$ cat src/rtl/ccd_frame_pkg.sv
package ccd_frame_pkg;
  typedef enum logic [3:0] {
    S_IDLE, S_INTEG, S_SHUT, S_CLR, S_CLR_W, S_NEXT, S_FLUSH, S_FLUSH_W,
    S_VSH, S_VSH_W, S_READ, S_READ_W, S_DONE
  } frame_state_t;
endpackage

$ cat src/rtl/ccd_integ_timer.sv
module ccd_integ_timer #(
  parameter int INT_W = 16
) (
  input  logic             clk_i,
  input  logic             rst_ni,
  input  logic             load_i,
  input  logic [INT_W-1:0] len_i,
  input  logic             run_i,
  output logic             expired_o
);
  logic [INT_W-1:0] cnt_q;

  always_ff @(posedge clk_i or negedge rst_ni) begin
    if (!rst_ni)                       cnt_q <= '0;
    else if (load_i)                   cnt_q <= len_i;
    else if (run_i && cnt_q != '0)     cnt_q <= cnt_q - 1'b1;
  end

  assign expired_o = (cnt_q == '0);
endmodule

$ cat src/rtl/ccd_row_ctr.sv
module ccd_row_ctr #(
  parameter int ROWS  = 330,
  parameter int ROW_W = $clog2(ROWS + 1)
) (
  input  logic             clk_i,
  input  logic             rst_ni,
  input  logic             clr_i,
  input  logic             step_i,
  output logic [ROW_W-1:0] row_o,
  output logic             end_o
);
  localparam logic [ROW_W-1:0] LastIdx = ROW_W'(ROWS);

  logic [ROW_W-1:0] row_q;

  always_ff @(posedge clk_i or negedge rst_ni) begin
    if (!rst_ni)                            row_q <= '0;
    else if (clr_i)                         row_q <= '0;
    else if (step_i && row_q != LastIdx)    row_q <= row_q + 1'b1;
  end

  assign row_o = row_q;
  assign end_o = (row_q == LastIdx);
endmodule

$ cat src/rtl/ccd_roi_filter.sv
module ccd_roi_filter #(
  parameter int ROWS  = 330,
  parameter int ROW_W = $clog2(ROWS + 1)
) (
  input  logic [ROW_W-1:0] row_i,
  input  logic [ROW_W-1:0] first_i,
  input  logic [ROW_W-1:0] last_i,
  input  logic             bin2_i,
  output logic             pair_o,
  output logic             keep_o
);
  localparam int EXT_W = ROW_W + 1;

  logic [EXT_W-1:0] row_a, row_b, lo, hi;
  logic             range_ok, in_a, in_b;

  always_comb begin
    row_a    = {1'b0, row_i};
    row_b    = row_a + 1'b1;
    lo       = {1'b0, first_i};
    hi       = {1'b0, last_i};
    range_ok = (lo <= hi);
    in_a     = range_ok && row_a >= lo && row_a <= hi;
    in_b     = range_ok && row_b >= lo && row_b <= hi;
    pair_o   = bin2_i && (row_b < EXT_W'(ROWS));
    keep_o   = in_a || (pair_o && in_b);
  end
endmodule

$ cat src/rtl/ccd_frame_ctrl.sv
module ccd_frame_ctrl
  import ccd_frame_pkg::*;
#(
  parameter int ROWS  = 330,
  parameter int INT_W = 16,
  parameter int ROW_W = $clog2(ROWS + 1)
) (
  input  logic             clk_i,
  input  logic             rst_ni,
  input  logic             frame_start_i,
  input  logic [INT_W-1:0] int_len_i,
  input  logic [ROW_W-1:0] roi_first_i,
  input  logic [ROW_W-1:0] roi_last_i,
  input  logic             mpp_i,
  input  logic             vbin2_i,
  output logic             vshift_start_o,
  input  logic             vshift_done_i,
  output logic             hread_start_o,
  output logic             hread_valid_o,
  input  logic             hread_done_i,
  output logic             drain_en_o,
  output logic             shutter_close_o,
  output logic             hold_low_o,
  output logic             frame_done_o
);
  frame_state_t     state_q, state_d;
  logic [ROW_W-1:0] first_q, last_q;
  logic             mpp_q, bin_q;
  logic             keep_q, dump_q, dirty_q, grp_left_q;
  logic             idle_go, int_exp, row_end, row_step, pair_w, keep_w;
  logic [ROW_W-1:0] row_w;

  assign idle_go  = (state_q == S_IDLE) && frame_start_i;
  assign row_step = (state_q == S_VSH_W) && vshift_done_i;

  ccd_integ_timer #(.INT_W(INT_W)) u_timer (
    .clk_i    (clk_i),
    .rst_ni   (rst_ni),
    .load_i   (idle_go),
    .len_i    (int_len_i),
    .run_i    (state_q == S_INTEG),
    .expired_o(int_exp)
  );

  ccd_row_ctr #(.ROWS(ROWS), .ROW_W(ROW_W)) u_rows (
    .clk_i (clk_i),
    .rst_ni(rst_ni),
    .clr_i (idle_go),
    .step_i(row_step),
    .row_o (row_w),
    .end_o (row_end)
  );

  ccd_roi_filter #(.ROWS(ROWS), .ROW_W(ROW_W)) u_roi (
    .row_i  (row_w),
    .first_i(first_q),
    .last_i (last_q),
    .bin2_i (bin_q),
    .pair_o (pair_w),
    .keep_o (keep_w)
  );

  always_comb begin
    state_d = state_q;
    unique case (state_q)
      S_IDLE:    if (frame_start_i) state_d = S_INTEG;
      S_INTEG:   if (int_exp) state_d = S_SHUT;
      S_SHUT:    state_d = S_CLR;
      S_CLR:     state_d = S_CLR_W;
      S_CLR_W:   if (hread_done_i) state_d = S_NEXT;
      S_NEXT: begin
        if (row_end)                 state_d = S_DONE;
        else if (keep_w && dirty_q)  state_d = S_FLUSH;
        else                         state_d = S_VSH;
      end
      S_FLUSH:   state_d = S_FLUSH_W;
      S_FLUSH_W: if (hread_done_i) state_d = S_VSH;
      S_VSH:     state_d = S_VSH_W;
      S_VSH_W: begin
        if (vshift_done_i) begin
          if (grp_left_q)  state_d = S_VSH;
          else if (keep_q) state_d = S_READ;
          else             state_d = S_NEXT;
        end
      end
      S_READ:    state_d = S_READ_W;
      S_READ_W:  if (hread_done_i) state_d = S_NEXT;
      S_DONE:    state_d = S_IDLE;
      default:   state_d = S_IDLE;
    endcase
  end

  always_ff @(posedge clk_i or negedge rst_ni) begin
    if (!rst_ni) begin
      state_q    <= S_IDLE;
      first_q    <= '0;
      last_q     <= '0;
      mpp_q      <= 1'b0;
      bin_q      <= 1'b0;
      keep_q     <= 1'b0;
      dump_q     <= 1'b0;
      dirty_q    <= 1'b0;
      grp_left_q <= 1'b0;
    end else begin
      state_q <= state_d;
      if (idle_go) begin
        first_q <= roi_first_i;
        last_q  <= roi_last_i;
        mpp_q   <= mpp_i;
        bin_q   <= vbin2_i;
      end
      if (state_q == S_CLR_W && hread_done_i)   dirty_q <= 1'b0;
      if (state_q == S_FLUSH_W && hread_done_i) dirty_q <= 1'b0;
      if (state_q == S_NEXT && !row_end) begin
        keep_q     <= keep_w;
        dump_q     <= !keep_w;
        grp_left_q <= pair_w;
        if (!keep_w) dirty_q <= 1'b1;
      end
      if (row_step && grp_left_q) grp_left_q <= 1'b0;
    end
  end

  assign vshift_start_o  = (state_q == S_VSH);
  assign hread_start_o   = (state_q == S_CLR) || (state_q == S_FLUSH) || (state_q == S_READ);
  assign hread_valid_o   = (state_q == S_READ);
  assign drain_en_o      = dump_q && ((state_q == S_VSH) || (state_q == S_VSH_W));
  assign shutter_close_o = (state_q != S_INTEG);
  assign hold_low_o      = mpp_q && (state_q == S_INTEG);
  assign frame_done_o    = (state_q == S_DONE);
endmodule

$ cat config.mk
export PLATFORM = sky130hd
export DESIGN_NAME = ccd_frame_ctrl
export DESIGN_NICKNAME = d
export VERILOG_FILES = /design/src/rtl/ccd_frame_pkg.sv /design/src/rtl/ccd_integ_timer.sv /design/src/rtl/ccd_row_ctr.sv /design/src/rtl/ccd_roi_filter.sv /design/src/rtl/ccd_frame_ctrl.sv
export SDC_FILE = /design/constraint.sdc
export NUM_CORES = 1
export LEC_CHECK = 0
export ABC_AREA = 1
export BUFFER_PORTS_ARGS = -buffer_cell sky130_fd_sc_hd__buf_2
export CORE_ASPECT_RATIO = 0.7
export CORE_UTILIZATION = 59
export CTS_CLUSTER_DIAMETER = 40
export CTS_CLUSTER_SIZE = 10
export DETAILED_ROUTE_END_ITERATION = 12
export HOLD_SLACK_MARGIN = 0.12
export PLACE_DENSITY = 0.81
export SYNTH_ARGS = -nofsm -noshare
export SYNTH_HDL_FRONTEND = slang
export SYNTH_SLANG_ARGS = --single-unit
$ cat constraint.sdc
create_clock -name clk_i -period 3.45 [get_ports clk_i]
set_clock_uncertainty 0.2 [all_clocks]
set_input_delay 0.1725 -clock clk_i [delete_from_list [all_inputs] [get_ports clk_i]]
set_output_delay 0.1725 -clock clk_i [all_outputs]
set_load 0.02 [all_outputs]
==> flow_summary_export.csv <==
group,metric,value,unit
cells_and_area,layout_common_cells,"nand2_1 (130), inv_1 (70), nor2_1 (58)",
cts,cts_resized,0,
sta,fmax,0.328,GHz
sta,slew_headroom,0.552,
floorplan,die-area,7180,um2
power,clockPowerShare,0.130,
floorplan,placementRows,24,
sta,min_period,3050,ps
routing,drtAntennaViolNets,0,
power,switching_share,0.487,
cells_and_area,final_common_cell,"nand2_1",
critical_path,critPathMaxStageDelay,510,ps
floorplan,io_pins,48,
cts,clk_path_buf_depth,2,
routing,drt-total-wl,10800,um
routing,drt_iter0_markers,374,
critical_path,cp_slowest_cell,"dfrtp_1",
cells_and_area,n_antenna_cell,0,
cells_and_area,nNetsFinal,720,
critical_path,startpoint_type,"flip-flop",
power,p_switching,1.70,mW
placed_design,dpl.hpwl,8020,um
routing,drtPass1Iterations,5,
floorplan,initial_utilization,0.628,
critical_path,cpLargestDelayFamily,"simple AND/OR/NAND/NOR gates",
power,pwr-share-comb,0.559,
power,cellPowerDensity,720,nW/um2
cts,clkTransAtPathRegs,100,ps
cells_and_area,area_delta_synth_final,20.3,%
global_route,overflow,0,
cts,numCtsBuffers,5,
synthesis,synth_warnings,0,
floorplan,die_w,101,um
sta,worst_pin_slew,663,ps
routing,num_vias,4029,
sta,setup_viol,0,
routing,drc_errors,0,
global_route,antenna_found_initial,0,
power,p_total,3.50,mW
cts,clock-sinks,53,
routing,wire_per_inst,14.9,um
global_route,grt_pass1_vias,3744,
run,cap_violations,0,
synthesis,seq_area_frac_synth,0.328,
global_route,grt_max_degree,56,
sta,tns,0,ps
cts,clk_latency,330,ps
synthesis,ys_ff_latch,53,
sta,grt_setup_unrepaired,"no",
power,ir_worst_vdd,0.401,mV
power,p_leak,2.52,nW
cts,cts_tree,"done",
floorplan,die_h,71.2,um
floorplan,fp.coreArea,6430,um2
critical_path,crit_arrival,3070,ps
status,status,"complete, no violations",
placed_design,place.gp.congestion,1.05,
global_route,grtUsageTotal,0.325,
power,power.share.sequential,0.311,
sta,final_hold_viol_count,0,
synthesis,synth_cell_types,44,
synthesis,syn_area,4040,um2
cells_and_area,drive_above_1_share,0.120,
synthesis,synth_edf_count,0,
power,p_int,1.80,mW
critical_path,endpoint_kind,"flip-flop",
sta,layout_worst_path_cycle_share,0.884,
cts,root_buffer,"clkbuf_8",
synthesis,synth_fp_nets,636,
synthesis,synth-main-ff-cell,"dfrtp_1",
placed_design,port-buffer-count,47,
synthesis,synth-async-reset-ratio,1.00,
routing,via_per_inst,5.56,
critical_path,crit_chain,"ha_1 -> nand2_1 -> nor2_1 -> nand2_1 -> xor2_1 -> inv_1 -> ha_1 -> nand2_1 -> nor2_1 -> nand3_1 -> nand3_1 -> nand2_1 -> nand3_1 -> nand2_1 -> nand3_2 -> nand2_1 -> nand2_1 -> nand2_1 -> nand2_1 -> nand2_1",
synthesis,synthCells,549,
synthesis,synth_area_per_cell,7.35,um2
global_route,grt_first_pass_wirelength,17800,um
critical_path,crit_type,"flip-flop to flip-flop",
critical_path,crit_path_frequent_cell,"nand2_1",
critical_path,cp_max_fo,8,
critical_path,worst-path-buf-inv,1,
sta,drv_slew,0,
cts,htreeDepth,2,
hold_path,hp-class,"input port to asynchronous set/reset pin",
critical_path,worst_ep_required_time,3470,ps
-- power groups by stage --
stage,combinational [mW],sequential [mW],clock (mW)
2_1_floorplan,1.43,1.03,0
3_3_place_gp,1.80,1.08,0
3_5_place_dp,1.87,1.09,0
4_1_cts,1.92,1.08,0.466
5_1_grt,2.23,1.12,0.488
6_report,1.96,1.09,0.455
-- logic make-up (layout without fill, tap and decap cells) --
logic type,Yosys count,in the layout,synth area share
XOR/XNOR,6,6,0.0130
adder cells (fa/ha/maj),46,46,0.143
AND/OR/NAND/NOR,253,253,0.279
AO/OA/AOI/OAI,105,105,0.153
buffers and inverters,86,171,0.0837
flip-flops,53,53,0.328
-- layer usage --
layer,track usage,share of wire,vias up,wire length [um]
met1,0.466,0.48,1835,5180
met2,0.491,0.42,172,4490
li1,-,-,2006,-
met4,0.0789,0.012,0,127
met3,0.0888,0.094,16,1020
met5,0,0,-,0
-- final timing paths --
check                           depth (start not counted)                        start                             to  slack [ps]
worst max-delay path                                   20  u_rows.row_o[0]$_DFFE_PN0P_         state_q[2]$_DFFE_PN0P_         400
worst min-delay path                                    2                       rst_ni          last_q[4]$_DFFE_PN0P_         160
worst max register to register                         20  u_rows.row_o[0]$_DFFE_PN0P_         state_q[2]$_DFFE_PN0P_         400
worst min register to register                          1       grp_left_q$_DFFE_PN0P_         grp_left_q$_DFFE_PN0P_         310
max in group asynchronous                               3                       rst_ni  u_timer.cnt_q[13]$_DFFE_PN0P_        2080
min in group clk_i                                      5                frame_start_i          last_q[0]$_DFFE_PN0P_         210
-- state kept, by name, summed over array words and instances (netlist names) --
signal / count
keep_q: 1
state_q: 4
mpp_q: 1
u_rows.row_o: 9
last_q: 9
dump_q: 1
dirty_q: 1
u_timer.cnt_q: 16
grp_left_q: 1
first_q: 9
bin_q: 1
-- cell type report --
class | count | area [um2]
clock inverter | 1 | 30.0
timing repair buffer | 89 | 648
sequential | 53 | 1330
multi-input combinational | 410 | 2370
tap | 91 | 114
inverter | 74 | 280
fill | 505 | 1570
clock buffer | 7 | 86.3
-- through the flow --
stage / cells / setup WS, ps / area (um2) / utilization / hold WS, ps
5_1_grt: 725 / 66.0 / 4860 / 0.756 / 219
4_1_cts: 725 / 453 / 4860 / 0.756 / 178
6_report: 725 / 402 / 4860 / 0.756 / 164
3_3_place_gp: 678 / 556 / 4350 / 0.677 / -14.6
2_1_floorplan: 549 / 839 / 4040 / - / -323
3_5_place_dp: 678 / 485 / 4350 / 0.677 / -8.19
-- timing repair --
item                                    4_1_cts  5_1_grt
setup buffers                                 0        0
hold endpoints to repair                     62        0
endpoints found under the setup margin        0        0
hold buffers                                 39        0
-- cells in the mapped netlist, types with 5 or more instances --
cell        n  area share
nor3_1      8      0.0099
a31oi_1     7       0.011
clkbuf_1    5      0.0046
nor2_1     58       0.054
o21ai_0    49       0.061
ha_1       46        0.14
o22ai_1     5      0.0077
inv_1      71       0.066
nand4_1     9       0.014
nand3_1    28       0.035
nand2_1   130        0.12
a21oi_1    20       0.025
xor2_1      6       0.013
dfrtp_1    53        0.33
Power figures use the tool's default switching activity.
